**config.mk**
```make
export PLATFORM = sky130hd
export DESIGN_NAME = part_bucket_writer
export DESIGN_NICKNAME = d
export VERILOG_FILES = /design/src/rtl/pbw_pkg.sv /design/src/rtl/pbw_pace.sv /design/src/rtl/pbw_bucket_mem.sv /design/src/rtl/part_bucket_writer.sv
export SDC_FILE = /design/constraint.sdc
export NUM_CORES = 1
export LEC_CHECK = 0
export ABC_CLOCK_PERIOD_IN_PS = 5500
export BUFFER_PORTS_ARGS = -buffer_cell sky130_fd_sc_hd__buf_2
export CAP_MARGIN = 20
export CELL_PAD_IN_SITES_DETAIL_PLACEMENT = 0
export CELL_PAD_IN_SITES_GLOBAL_PLACEMENT = 1
export CORE_AREA = 2 2 358 360
export DETAILED_ROUTE_END_ITERATION = 7
export DIE_AREA = 0 0 360 362
export HOLD_SLACK_MARGIN = 0.12
export PLACE_DENSITY = 0.68
export SYNTH_ARGS = -nofsm -noshare
export SYNTH_HDL_FRONTEND = slang
export SYNTH_SLANG_ARGS = --single-unit
```
**constraint.sdc**
```tcl
create_clock -name clk -period 5.5 [get_ports clk]
set_input_delay 0.825 -clock clk [delete_from_list [all_inputs] [get_ports clk]]
set_output_delay 0.825 -clock clk [all_outputs]
set_load 0.02 [all_outputs]
```
**src/rtl/pbw_pkg.sv**
```systemverilog
package pbw_pkg;
    typedef enum logic [2:0] {
        ST_ACCEPT,
        ST_EMIT_FULL,
        ST_SCAN,
        ST_EMIT_PART,
        ST_DONE
    } pbw_state_e;
endpackage

```
**src/rtl/pbw_pace.sv**
```systemverilog
// Initiation-interval limiter: after a start, ready stays low for II-1 cycles.
module pbw_pace #(
    parameter int II = 7
) (
    input  logic clk,
    input  logic rst_n,
    input  logic start,
    output logic ready
);
    localparam int CW = (II > 1) ? $clog2(II) : 1;
    logic [CW-1:0] wait_q;

    always_ff @(posedge clk) begin
        if (!rst_n)              wait_q <= '0;
        else if (start)          wait_q <= CW'(II - 1);
        else if (wait_q != '0)   wait_q <= wait_q - 1'b1;
    end

    assign ready = (wait_q == '0);
endmodule

```
**src/rtl/pbw_bucket_mem.sv**
```systemverilog
// Bucket storage: NPART buckets of SLOTS tuples, one write and one read port.
module pbw_bucket_mem #(
    parameter int NPART = 4,
    parameter int SLOTS = 4,
    parameter int W     = 64,
    localparam int PW   = $clog2(NPART),
    localparam int BW   = $clog2(SLOTS)
) (
    input  logic          clk,
    input  logic          we,
    input  logic [PW-1:0] wpart,
    input  logic [BW-1:0] wslot,
    input  logic [W-1:0]  wdata,
    input  logic [PW-1:0] rpart,
    input  logic [BW-1:0] rslot,
    output logic [W-1:0]  rdata
);
    logic [W-1:0] mem [NPART][SLOTS];

    always_ff @(posedge clk) begin
        if (we) mem[wpart][wslot] <= wdata;
    end

    assign rdata = mem[rpart][rslot];
endmodule

```
**src/rtl/part_bucket_writer.sv**
```systemverilog
module part_bucket_writer
    import pbw_pkg::*;
#(
    parameter int KEY_W  = 32,
    parameter int PAY_W  = 32,
    parameter int NPART  = 4,
    parameter int SLOTS  = 4,
    parameter int II     = 7,
    parameter int ADDR_W = 32,
    parameter int CNT_W  = 16,
    localparam int PW    = $clog2(NPART),
    localparam int TUP_W = KEY_W + PAY_W
) (
    input  logic                    clk,
    input  logic                    rst_n,
    input  logic                    in_empty,
    output logic                    in_rd,
    input  logic [KEY_W-1:0]        in_key,
    input  logic [PAY_W-1:0]        in_pay,
    input  logic                    in_end,
    input  logic [NPART*ADDR_W-1:0] part_base,
    output logic                    wr_valid,
    input  logic                    wr_ready,
    output logic [ADDR_W-1:0]       wr_addr,
    output logic [TUP_W-1:0]        wr_data,
    output logic                    wr_last,
    input  logic [PW-1:0]           cnt_sel,
    output logic [CNT_W-1:0]        cnt_out,
    output logic                    done
);
    localparam int SW          = $clog2(SLOTS + 1);
    localparam int BW          = $clog2(SLOTS);
    localparam int BURST_BYTES = SLOTS * (TUP_W / 8);

    pbw_state_e state_q, state_d;

    logic [PW-1:0]     cur_q;
    logic [SW-1:0]     beat_q;
    logic [SW-1:0]     fill_q   [NPART];
    logic [ADDR_W-1:0] nflush_q [NPART];
    logic [CNT_W-1:0]  count_q  [NPART];

    logic          pace_ok, pop, fills_now, last_beat, beat_go;
    logic [PW-1:0] pidx;
    logic [SW-1:0] burst_len;

    assign pidx      = in_key[PW-1:0];
    assign pop       = (state_q == ST_ACCEPT) && !in_empty && pace_ok;
    assign fills_now = (fill_q[pidx] == SW'(SLOTS - 1));
    assign burst_len = (state_q == ST_EMIT_PART) ? fill_q[cur_q] : SW'(SLOTS);
    assign last_beat = ((beat_q + SW'(1)) == burst_len);
    assign beat_go   = wr_valid && wr_ready;

    pbw_pace #(.II(II)) u_pace (
        .clk   (clk),
        .rst_n (rst_n),
        .start (pop),
        .ready (pace_ok)
    );

    pbw_bucket_mem #(.NPART(NPART), .SLOTS(SLOTS), .W(TUP_W)) u_mem (
        .clk   (clk),
        .we    (pop),
        .wpart (pidx),
        .wslot (fill_q[pidx][BW-1:0]),
        .wdata ({in_key, in_pay}),
        .rpart (cur_q),
        .rslot (beat_q[BW-1:0]),
        .rdata (wr_data)
    );

    // State register
    always_ff @(posedge clk) begin
        if (!rst_n) state_q <= ST_ACCEPT;
        else        state_q <= state_d;
    end

    // Next-state logic
    always_comb begin
        state_d = state_q;
        unique case (state_q)
            ST_ACCEPT: begin
                if (pop && fills_now)         state_d = ST_EMIT_FULL;
                else if (in_empty && in_end)  state_d = ST_SCAN;
            end
            ST_EMIT_FULL: begin
                if (beat_go && last_beat)     state_d = ST_ACCEPT;
            end
            ST_SCAN: begin
                if (fill_q[cur_q] != '0)                  state_d = ST_EMIT_PART;
                else if (cur_q == PW'(NPART - 1))         state_d = ST_DONE;
            end
            ST_EMIT_PART: begin
                if (beat_go && last_beat)
                    state_d = (cur_q == PW'(NPART - 1)) ? ST_DONE : ST_SCAN;
            end
            ST_DONE: state_d = ST_DONE;
            default: state_d = ST_ACCEPT;
        endcase
    end

    // Output logic
    always_comb begin
        in_rd    = pop;
        wr_valid = (state_q == ST_EMIT_FULL) || (state_q == ST_EMIT_PART);
        wr_last  = wr_valid && last_beat;
        done     = (state_q == ST_DONE);
        wr_addr  = part_base[cur_q*ADDR_W +: ADDR_W]
                 + nflush_q[cur_q] * ADDR_W'(BURST_BYTES);
        cnt_out  = count_q[cnt_sel];
    end

    // Per-partition bookkeeping and burst cursor
    always_ff @(posedge clk) begin
        if (!rst_n) begin
            cur_q  <= '0;
            beat_q <= '0;
            for (int p = 0; p < NPART; p++) begin
                fill_q[p]   <= '0;
                nflush_q[p] <= '0;
                count_q[p]  <= '0;
            end
        end else begin
            if (pop) begin
                fill_q[pidx]  <= fill_q[pidx] + SW'(1);
                count_q[pidx] <= count_q[pidx] + CNT_W'(1);
                if (fills_now) begin
                    cur_q  <= pidx;
                    beat_q <= '0;
                end
            end
            if (state_q == ST_ACCEPT && in_empty && in_end) cur_q <= '0;
            if (state_q == ST_SCAN && fill_q[cur_q] == '0 && cur_q != PW'(NPART - 1))
                cur_q <= cur_q + PW'(1);
            if (beat_go) begin
                if (last_beat) begin
                    beat_q          <= '0;
                    fill_q[cur_q]   <= '0;
                    nflush_q[cur_q] <= nflush_q[cur_q] + ADDR_W'(1);
                    if (state_q == ST_EMIT_PART && cur_q != PW'(NPART - 1))
                        cur_q <= cur_q + PW'(1);
                end else begin
                    beat_q <= beat_q + SW'(1);
                end
            end
        end
    end
endmodule

```
==> After elaboration in Yosys (flattened, before gate mapping) <==
Memory sizes are Yosys's and may differ from the RTL's. A register that Yosys moved wholly into a read port is not among the register bits.
Cells that the tools add are included.
{ "word_totals": {"reg_bits": 11, "ramBits": 1228, "inputBits": 199, "output_inout_bits": 116, "wordCells": 116, "memories": 4} }
{ "classes": {"add_sub_neg": 7, "order_cmp": 3, "eq_ne": 12, "shifts": 1, "mux": 51, "n_bitwise": 3, "n_reduce_logical": 30} }
{ "memory_table": {"columns": ["name", "words", "word_bits", "rd", "rd_ports_with_merged_regs", "wr", "line", "rtl"], "rows": [
  ["u_mem.mem", 4, 256, 1, 1, 1, "pbw_bucket_mem.sv:18", "logic [W-1:0] mem [NPART][SLOTS];"],
  ["nflush_q", 4, 32, 1, 1, 4, "part_bucket_writer.sv:40", "logic [ADDR_W-1:0] nflush_q [NPART];"],
  ["count_q", 4, 16, 2, 0, 4, "part_bucket_writer.sv:41", "logic [CNT_W-1:0] count_q [NPART];"],
  ["fill_q", 4, 3, 2, 1, 4, "part_bucket_writer.sv:39", "logic [SW-1:0] fill_q [NPART];"]
]} }
{ "ops": {"columns": ["operator", "n"], "rows": [
  ["2-to-1 mux 256 bit", 1],
  ["2-to-1 mux 64 bit", 3],
  ["binary-select mux 64 bit (select 2 bit)", 1],
  ["demux 64 bit (select 2 bit)", 1],
  ["variable part select 128 x 8 -> 32 bit", 1],
  ["2-to-1 mux 3 bit", 16],
  ["adder 32 x 1 -> 32 bit, second input constant", 1],
  ["adder 32 bit", 1],
  ["2-to-1 mux 32 bit", 1],
  ["OR reduction 32 bit", 1],
  ["2-to-1 mux 2 bit", 14],
  ["adder 16 x 1 -> 16 bit, second input constant", 1],
  ["2-to-1 mux 16 bit", 1],
  ["OR reduction 16 bit", 1],
  ["one-hot mux 3 bit (5 select lines)", 1],
  ["logical AND 1 bit", 13],
  ["2-to-1 mux 1 bit", 12],
  ["equality test 3 x 2 -> 1 bit, second input constant", 3],
  ["zero test 3 bit", 3],
  ["adder 3 x 1 -> 3 bit, second input constant", 2],
  ["greater-or-equal comparator 3 bit, second input constant", 2],
  ["!= test 2 bit, second input constant", 3],
  ["inverter 2 -> 3 bit", 2],
  ["nonzero test 2 bit", 3],
  ["17 further kinds", 19]
]} }

==> Depth between registers and ports, before layout <==
Gate-level depths: netlist (run 1).
{ "logic_depth": {"word_depth": 10, "mapped_depth": 17, "depth_no_buf": 10} }

==> Hierarchy <==
Synthesis (run 1) repeated with hierarchy kept, for this count alone.
{ "hier_totals": {"cells_unflattened": 2520, "area_unflattened_um2": 50043.0} }
{ "by_module_without_submodules": {"columns": ["module", "n_inst", "cells_each", "area_per_inst_um2"], "rows": [
  ["pbw_bucket_mem", 1, 1583, 38304.2],
  ["part_bucket_writer", 1, 922, 11578.6],
  ["pbw_pace", 1, 15, 160.2]
]} }

==> Least setup slack after synthesis (run 1) <==
Ideal clock, no wire load.
{ "synth_timing": {"path_type": "register -> output", "startpoint": "register cur_q[1]", "endpoint": "output port wr_addr[15]", "arrival_time_ps": 4854, "required_time_ps": 4675, "setup_slack_ps": -179, "stages_incl_launch_ff": 17, "n_path_buf": 7, "path_cell_list": "dfxtp_1 buf_2 buf_2 buf_2 buf_2 clkbuf_1 buf_1 buf_1 mux4_2 ha_1 fa_1 a21o_1 a21oi_1 o21bai_1 a21oi_1 o21ai_0 o311ai_0"} }
{ "synth_via": {"elab_chain_cells": 2} }
{ "synth_lines": {"columns": ["item", "line", "rtl"], "rows": [
  ["from (decl)", "part_bucket_writer.sv:37", "logic [PW-1:0] cur_q;"],
  ["from (signal assigned)", "part_bucket_writer.sv:128", "cur_q <= pidx;"],
  ["from (signal assigned)", "part_bucket_writer.sv:134", "cur_q <= cur_q + PW'(1);"],
  ["from (signal assigned)", "part_bucket_writer.sv:141", "cur_q <= cur_q + PW'(1);"],
  ["variable part select 128 x 8 -> 32 bit", "part_bucket_writer.sv:108", "wr_addr = part_base[cur_q*ADDR_W +: ADDR_W]"],
  ["adder 32 bit", "part_bucket_writer.sv:109", "+ nflush_q[cur_q] * ADDR_W'(BURST_BYTES);"],
  ["to (decl)", "part_bucket_writer.sv:24", "output logic [ADDR_W-1:0] wr_addr,"]
]} }
No other way between the ends.

==> Worst setup path after layout (run 1) <==
{ "layout_timing": {"startpoint": "register cur_q[0]", "endpoint": "output port wr_addr[31]"} }
Same word-level chain as after synthesis.

==> summary.txt, run 1 <==
Slew HR -> 28.2%
main combinational cell family by area after synthesis -> multiplexers
hold buffers post-CTS -> 0
routed len/inst -> 26.7 um
Final GP Congestion -> 0.891
Synth Flop Type -> edfxtp_1
Max Cap Viol -> 0
# fillers -> 10600
worst r2r path cells -> 9
Die X -> 360 um
DRC -> 0
Fin Hold WS -> 463 ps
Synth async-reset ratio -> 0%
DRT Pass-1 Iters -> 5
Initial Util -> 39.7%
synth top area cells -> edfxtp_1 (72%), mux4_2 (19%), nor2_1 (1.3%)
area of the multi-input gates -> 13100 um^2
Hold Path End -> u_mem.mem[2][255]
top cell type's share of synthesized area -> 72.2%
area delta synth->final -> 15.0%
count of cell types in the netlist -> 62
largest net degree at the start of global routing -> 165
final non-filler cell area -> 57800 um^2
Tot GR Track Use -> 18.5%
Vias/cell -> 5.61
CTS tree -> built
Die ar. -> 130000 um^2
DP HPWL -> 68700 um
Mapped Area -> 50200 um^2
syn_area_per_cell -> 20.8 um^2
status -> completed
WP data required -> 4680 ps
Fin. Hold Viols -> 0
share of layout cells above drive strength 1 -> 34.7%
H-tree levels -> 3
RR Startpoint -> cur_q[0]
Antenna Violating Nets Remaining -> 0
crit path DAT -> 4390 ps
Hold Path Cell Cnt -> 1
vias -> 25400
clk slew on worst S/H paths -> 60 ps
Sink Count -> 1219
max incr delay on CP -> 610 ps
Final Skew -> 28.2 ps
first-pass GRT wire length -> 176000 um
leading cell type in the layout, fill and taps excluded -> edfxtp_1
EDFF count, synth -> 1208
CTS Buf Count -> 118
Post-Synth Adder-Cell Area -> 0.961%
most frequent cells in the layout -> edfxtp_1 (1208), mux4_2 (417), buf_2 (314)
critical-path cell list -> mux4_2 -> ha_1 -> fa_1 -> a21o_1 -> a21oi_1 -> o21a_1 -> o21ai_1 -> a41o_1 -> a2111oi_2 -> a311oi_2 -> buf_2
Worst Tran Pin Value -> 1080 ps
Final period util -> 94.7%
Static Leak -> 18.4 nW
sequential fraction of the synthesis area -> 72.6%
Final TNS setup -> 0 ps
post-synthesis cell count -> 2410
gr ovfl total -> 0
final wirelength -> 121000 um
CTS root buf -> clkbuf_16
Worst Setup Start Kind -> flop
DR iter-0 viols -> 2317
post-synthesis xor/xnor area fraction -> 1.06%
I/O pin cnt -> 315
port bufs -> 314
R2R Path End -> nflush_q[2][14]
FF+latch area -> 36500 um^2
Seq cells post-synth -> 1219
Setup violations, final -> 0
Core Rows -> 131
Setup crit end kind -> primary output
Reg2Reg Setup Slack -> 1370 ps
Yosys top cell by area -> edfxtp_1
latest clock arrival within the worst-skew pair -> 730 ps
RSZ-0062 raised after global routing -> false
CP max-delay cell -> mux4_2
Pwr Total -> 21.6 mW
clk buf depth -> 3
Setup Crit Path Kind -> reg -> out
final core utilization -> 45.6%
Synth Area in Simple Gates -> 3.71%
crit path time final -> 5210 ps
nets -> 3006
Slew Viols, Final -> 0
YS warnings -> 0
VDD IR-drop max -> 0.000319 V
Placeable Area -> 127000 um^2
Min-Delay Path Class -> in -> reg
area fraction in compound gates after synthesis -> 1.56%
PD cells -> 374 nW/um^2
dpl cell area -> 54000 um^2
Die Ht -> 362 um
vias in the first global route -> 26600
initial antenna violation count -> 25
Max Fclk -> 0.192 GHz
Net Count, Synth -> 2647
hold path start -> in_key[31]
mux contribution to synthesized area -> 18.7%
CP Max Fanout -> 10
## cells in the mapped netlist (all sizes together), types with 3 or more instances
master / n
edfxtp: 1208
or3: 3
a21oi: 33
o21a: 6
nand3: 32
a31oi: 5
a21o: 13
o31ai: 3
or2: 4
nor4: 4
nor3: 18
o21ai: 26
nor2b: 10
a21boi: 4
mux4: 417
a211oi: 8
dfxtp: 11
nand2b: 10
xor2: 43
ha: 37
xnor2: 18
inv: 25
buf: 53
nand3b: 5
clkbuf: 76
nor2: 196
and2: 12
nand2: 59
nand4: 12
and3: 28
o211ai: 4
## kinds of logic after synthesis
group,count (synthesis)
adder cells (fa/ha/maj),38
flip-flops,1219
multiplexers,418
AO/OA/AOI/OAI,120
buffers and inverters,155
XOR/XNOR,61
AND/OR/NAND/NOR,399
## report_power, final
| group | switching, mW | total, mW | internal (mW) |
|---|---|---|---|
| combinational | 1.82 | 3.09 | 1.27 |
| sequential | 0.124 | 10.6 | 10.5 |
| clock | 3.35 | 7.88 | 4.53 |
## worst max-delay path: cells and delay by family, from the launching register on
kind | cells | cell delay (ps)
adders and majority gates | 2 | 740
AOI/OAI and AO/OA | 7 | 1690
muxes | 1 | 610
buffers and inverters | 1 | 180
DFF | 1 | 430
## worst max path at each step
stage / start / to / slack [ps]
global placement: part_base[101] / wr_addr[31] / 310
finish: cur_q[0] / wr_addr[31] / 290
floorplan: cur_q[0] / wr_addr[31] / 30
detailed placement: part_base[101] / wr_addr[31] / 390
global route: cur_q[0] / wr_addr[31] / 70
CTS: cur_q[0] / wr_addr[31] / 10
## sequential cells by signal (all words and copies together) (netlist names)
register / cells
count_q: 64
state_q: 3
fill_q: 12
cur_q: 2
u_mem.mem: 1024
u_pace.wait_q: 3
beat_q: 3
nflush_q: 108
## repair_timing
| item | in CTS | in global routing |
|---|---|---|
| endpoints found under the setup margin | 16 | 17 |
| setup buffers | 0 | 5 |
| resized for setup | 3 | 7 |
## metrics by stage
stage,std cells,worst slack (ps)
3_5_place_dp,4306,389
5_1_grt,4521,66.9
3_3_place_gp,4306,310
6_report,4524,290
4_1_cts,4514,13.2
2_1_floorplan,2410,27.3
## metal layers
layer / vias to the layer above / wire, um / global-route usage (%)
met5: - / 167 / 0
met4: 26 / 2400 / 4.96
met3: 178 / 8940 / 4.68
met2: 933 / 61700 / 31.9
met1: 13500 / 47600 / 23.1
li1: 10800 / - / -
## final cells by class
type / count / area share [%]
Antenna cell: 5 / 0.0217
Clock buffer: 155 / 5.39
Clock inverter: 53 / 1.08
Inverter: 26 / 0.169
Multi-Input combinational cell: 1036 / 22.8
Sequential cell: 1219 / 63.2
Tap cell: 1662 / 3.60
Timing Repair Buffer: 368 / 3.80
No activity file was read; power rests on OpenSTA's default activity.
==> inputs of run 2 (changes only) <==
Settings changed: CORE_AREA 2 2 358 360 to 2 2 400 402, DIE_AREA 0 0 360 362 to 0 0 402 404, PLACE_DENSITY 0.68 to 0.57.
==> summary.txt, run 2 (synthesis results as in run 1) <==
Max Cap Viol -> 0 (unchanged)
routed len/inst -> 25.8 um (-3.3%)
final wirelength -> 128000 um (+6.3%)
vias in the first global route -> 27100 (+1.8%)
vias -> 25500 (+0.31%)
clk slew on worst S/H paths -> 60 ps (about the same)
Largest Register -> u_mem.mem
dpl cell area -> 54700 um^2 (+1.3%)
Final GP Congestion -> 0.885 (-0.66%)
WP data required -> 4680 ps (about the same)
Die X -> 402 um (+12%)
crit path time final -> 5190 ps (-19.1 ps)
port bufs -> 314 (unchanged)
final core utilization -> 37.3% (-8.3 points)
Initial Util -> 31.8% (-7.8 points)
Die ar. -> 162000 um^2 (+25%)
total setup buffers inserted after CTS -> 0 (unchanged)
Max Fclk -> 0.193 GHz (+0.37%)
Final period util -> 94.4% (-0.35 points)
clk buf depth -> 3 (unchanged)
Placeable Area -> 158000 um^2 (+25%)
CTS Buf Count -> 134 (+14%)
status -> completed
Final TNS setup -> 0 ps (unchanged)
latest clock arrival within the worst-skew pair -> 740 ps (about the same)
Die Ht -> 404 um (+12%)
Worst Setup Start Kind -> flop
largest net degree at the start of global routing -> 139 (-16%)
Slew HR -> 22.6% (-5.6 points)
RSZ-0062 raised after global routing -> false
first-pass GRT wire length -> 186000 um (+5.6%)
DRT Pass-1 Iters -> 7 (+2)
CTS root buf -> clkbuf_16
Final Skew -> 25.3 ps (-2.94 ps)
initial antenna violation count -> 33 (+32%)
most frequent cells in the layout -> edfxtp_1 (1208), mux4_2 (417), buf_2 (314)
number of flip-flops under the largest register name -> 1024 (unchanged)
# fillers -> 14400 (+36%)
Slew Viols, Final -> 0 (unchanged)
Antenna Violating Nets Remaining -> 0 (unchanged)
final non-filler cell area -> 58900 um^2 (+2.0%)
area delta synth->final -> 17.3%
Sink Count -> 1219 (unchanged)
Setup crit end kind -> primary output
CTS tree -> built
VDD IR-drop max -> 0.000333 V (+4.3%)
PD cells -> 382 nW/um^2 (+2.1%)
Min-Delay Path Class -> in -> reg
Finished Layout Cells -> 4975 (+10%)
Setup Crit Path Kind -> reg -> out
DR iter-0 viols -> 2130 (-8.1%)
Worst Tran Pin Value -> 1160 ps (+84.4 ps)
Vias/cell -> 5.12 (-8.8%)
Static Leak -> 18.7 nW (+1.9%)
share of layout cells above drive strength 1 -> 35.6% (+0.89 points)
DP HPWL -> 73800 um (+7.4%)
H-tree levels -> 4 (+1)
Pwr Total -> 22.5 mW (+4.1%)
Setup violations, final -> 0 (unchanged)
hold buffers post-CTS -> 0 (unchanged)
crit path DAT -> 4370 ps (-20 ps)
worst setup margin -> 309 ps (+19.1 ps)
Fin Hold WS -> 443 ps (-20.1 ps)
worst slack at placement -> 534 ps (+144 ps)
gr ovfl total -> 0 (unchanged)
Fin. Hold Viols -> 0 (unchanged)
Core Rows -> 146 (+11%)
dpl cells -> 4732 (+9.9%)
Largest regs -> u_mem.mem (1024), nflush_q (108), count_q (64)
CP Max Fanout -> 8 (-2)
nets -> 3033 (+0.90%)
I/O pin cnt -> 315 (unchanged)
Tot GR Track Use -> 15.7% (-2.7 points)
leading cell type in the layout, fill and taps excluded -> edfxtp_1
Post-CTS Resized -> 2 (-1)
DRC -> 0 (unchanged)
==> run 2: changes by cell type in the layout (fill, tap and decap cells not counted), moves of 6 or more <==
cell	before	now
buf_4	34	43
clkbuf_1	36	24
inv_6	2	8
clkinv_1	15	29
clkinv_2	15	21
clkbuf_16	119	137
==> run 2: worst paths after layout <==
path	start	endpoint	slack, ps	cells past startpoint
worst max-delay path	cur_q[0]	wr_addr[31]	310	11
worst min-delay path	in_pay[19]	u_mem.mem[3][83]	440	1
worst max register to register	cur_q[0]	nflush_q[2][26]	1010	11
worst min register to register	u_pace.wait_q[0]	u_pace.wait_q[0]	480	2
==> run 2: final cells by class <==
| class | count | area, um^2 | share of cell area (%) |
|---|---|---|---|
| multi-input combinational | 1036 | 13200 | 22.3 |
| inverter | 26 | 97.6 | 0.166 |
| timing repair buffer | 379 | 2330 | 3.95 |
| antenna | 5 | 12.5 | 0.0212 |
| clock buffer | 161 | 3520 | 5.97 |
| clock inverter | 77 | 733 | 1.24 |
| sequential | 1219 | 36500 | 61.9 |
| tap | 2072 | 2590 | 4.40 |
==> run 2: report_power, final <==
group / switching [mW] / internal (mW) / leakage, nW
clock network: 3.60 / 5.13 / 2.08
logic: 1.85 / 1.27 / 5.45
registers: 0.139 / 10.5 / 11.2
==> run 2: per-layer routing <==
metal	vias up	global-route usage [%]	share of wire [%]
met4	32	4.17	2.1
met5	-	0	0.16
li1	10800	-	-
met1	13600	19.6	40
met2	800	27.1	50
met3	208	4.20	6.8
==> run 2: critical path, stage by stage, from the launching register on <==
cell,delay [ps]
dfxtp_4,450
mux4_2,600
ha_1,270
fa_1,460
a21o_1,170
a21oi_1,280
o21a_1,180
o21ai_1,170
a41o_1,360
a2111oi_2,410
a311oi_2,80
buf_2,180
==> inputs of run 3 (changes only) <==
Settings changed: BUFFER_PORTS_ARGS -buffer_cell sky130_fd_sc_hd__buf_2 to -buffer_cell sky130_fd_sc_hd__clkbuf_2.
==> summary.txt, run 3 (synthesis results as in run 1) <==
status -> completed
initial antenna violation count -> 19 (-42%)
Worst Tran Pin Value -> 1210 ps (+53.6 ps)
Setup violations, final -> 0 (unchanged)
hold path start -> u_pace.wait_q[0]
nets -> 3020 (-0.43%)
PD cells -> 386 nW/um^2 (+1.0%)
DP HPWL -> 71500 um (-3.1%)
Final GP Congestion -> 0.920 (+3.9%)
Largest Register -> u_mem.mem
Fin. Hold Viols -> 0 (unchanged)
most frequent cells in the layout -> edfxtp_1 (1208), mux4_2 (417), clkbuf_2 (314)
gr ovfl total -> 0 (unchanged)
CTS Buf Count -> 132 (-1.5%)
Slew Viols, Final -> 0 (unchanged)
crit path DAT -> 4400 ps (+30 ps)
Max Cap Viol -> 0 (unchanged)
latest clock arrival within the worst-skew pair -> 760 ps (+20 ps)
Sw Share -> 24.8% (-0.066 points)
clk slew on worst S/H paths -> 60 ps (about the same)
leading cell type in the layout, fill and taps excluded -> edfxtp_1
Int Power -> 17.1 mW (+1.2%)
Sink Count -> 1219 (unchanged)
Final TNS setup -> 0 ps (unchanged)
crit path time final -> 5230 ps (+38.2 ps)
Tot GR Track Use -> 15.7% (-0.025 points)
Largest regs -> u_mem.mem (1024), nflush_q (108), count_q (64)
Slew HR -> 19.0% (-3.6 points)
share of layout cells above drive strength 1 -> 35.6% (+0.052 points)
WP data required -> 4680 ps (about the same)
port bufs -> 314 (unchanged)
Static Leak -> 18.8 nW (+0.34%)
Worst Setup Start Kind -> flop
Final Skew -> 23.9 ps (-1.41 ps)
vias -> 25200 (-0.94%)
Min-Delay Path Class -> reg -> reg
first-pass GRT wire length -> 186000 um (about the same)
Vias/cell -> 5.08 (-0.76%)
combinational power share -> 13.6% (-0.3 points)
CTS root buf -> clkbuf_16
worst slack at placement -> 479 ps (-54.6 ps)
Setup crit end kind -> primary output
Pwr Total -> 22.8 mW (+1.1%)
CP Max Fanout -> 50 (+42)
I/O pin cnt -> 315 (unchanged)
CP max-delay cell -> dfxtp_4
Core Rows -> 146 (unchanged)
Sequential Power Share -> 46.9% (-0.5 points)
final core utilization -> 37.4% (+0.044 points)
Final period util -> 95.1% (+0.69 points)
H-tree levels -> 4 (unchanged)
Antenna Violating Nets Remaining -> 0 (unchanged)
clock power share -> 39.5% (+0.7 points)
DRC -> 0 (unchanged)
DR iter-0 viols -> 1736 (-18%)
Placeable Area -> 158000 um^2 (unchanged)
Die ar. -> 162000 um^2 (unchanged)
vias in the first global route -> 27200 (+0.65%)
Die X -> 402 um (unchanged)
CP Buf/Inv Count -> 2 (+1)
VDD IR-drop max -> 0.000302 V (-9.3%)
worst setup margin -> 271 ps (-38.2 ps)
largest net degree at the start of global routing -> 147 (+5.8%)
final wirelength -> 128000 um (-0.11%)
Setup Crit Path Kind -> reg -> out
critical-path cell list -> buf_6 -> mux4_2 -> ha_1 -> a21o_1 -> a21o_1 -> a21oi_1 -> o21ai_0 -> a221o_1 -> a311oi_2 -> clkbuf_2
Max Fclk -> 0.191 GHz (-0.73%)
Die Ht -> 404 um (unchanged)
routed len/inst -> 25.8 um (about the same)
max incr delay on CP -> 550 ps (-50 ps)
CTS tree -> built
most frequent CP cell -> a21o_1
cell family with most CP delay -> compound AO/OA/AOI/OAI gates
crit path from -> cur_q[1]
DRT Pass-1 Iters -> 5 (-2)
clk buf depth -> 3 (unchanged)
RR Startpoint -> cur_q[0]
Initial Util -> 31.8% (unchanged)
P_sw -> 5.63 mW (+0.85%)
area delta synth->final -> 17.5%
number of flip-flops under the largest register name -> 1024 (unchanged)
hold buffers post-CTS -> 0 (unchanged)
[run 3: power by group through the flow]
stage / combinational [mW] / clock (mW) / sequential [mW]
finish: 3.10 / 9.00 / 10.7
global route: 3.36 / 9.59 / 10.7
CTS: 3.16 / 9.25 / 10.7
detailed placement: 3.15 / 0 / 10.9
global placement: 3.11 / 0 / 10.8
floorplan: 2.12 / 0 / 10.8
[run 3: area by class of cell]
type	count	area, um^2
Antenna cell	3	7.51
Clock buffer	167	3540
Clock inverter	75	853
Fill cell	14400	98800
Inverter	26	97.6
Multi-Input combinational cell	1036	13200
Sequential cell	1219	36500
Tap cell	2072	2590
Timing Repair Buffer	368	2260
[run 3: layer usage]
metal	up-vias	part of all wire [%]	global-route usage, %
met5	-	0.12	0
met4	26	2.0	3.79
met3	206	6.3	4.41
met2	693	51	27.3
met1	13500	41	19.3
li1	10800	-	-
[run 3: worst register-to-register path, cell delays in order (launching register included)]
cell and delay (ps):
dfxtp_4 460, buf_12 270, buf_4 520, mux4_2 670
or2_0 240, o22a_1 270, a21oi_4 300, nand2_2 70
buf_4 280, or3_1 380, nand2_1 80, buf_4 410
[run 3: repair_timing]
action | 4_1_cts | 5_1_grt
setup buffers | 1 | 0
setup endpoints to repair | 7 | 29
resized for setup | 4 | 9
[run 3: metrics by stage]
step	std cells	cell area, um^2	hold slack, ps
4_1_cts	4963	59000	395
2_1_floorplan	2410	50300	444
3_3_place_gp	4720	54600	455
5_1_grt	4963	59000	446
6_report	4966	59000	466
3_5_place_dp	4720	54600	460
[run 3: worst paths after layout]
kind	end	slack (ps)	depth (start not counted)
worst max register to register	nflush_q[2][12]	1180	11
worst min-delay path	u_pace.wait_q[0]	470	2
worst min register to register	u_pace.wait_q[0]	470	2
worst max-delay path	wr_addr[31]	270	10
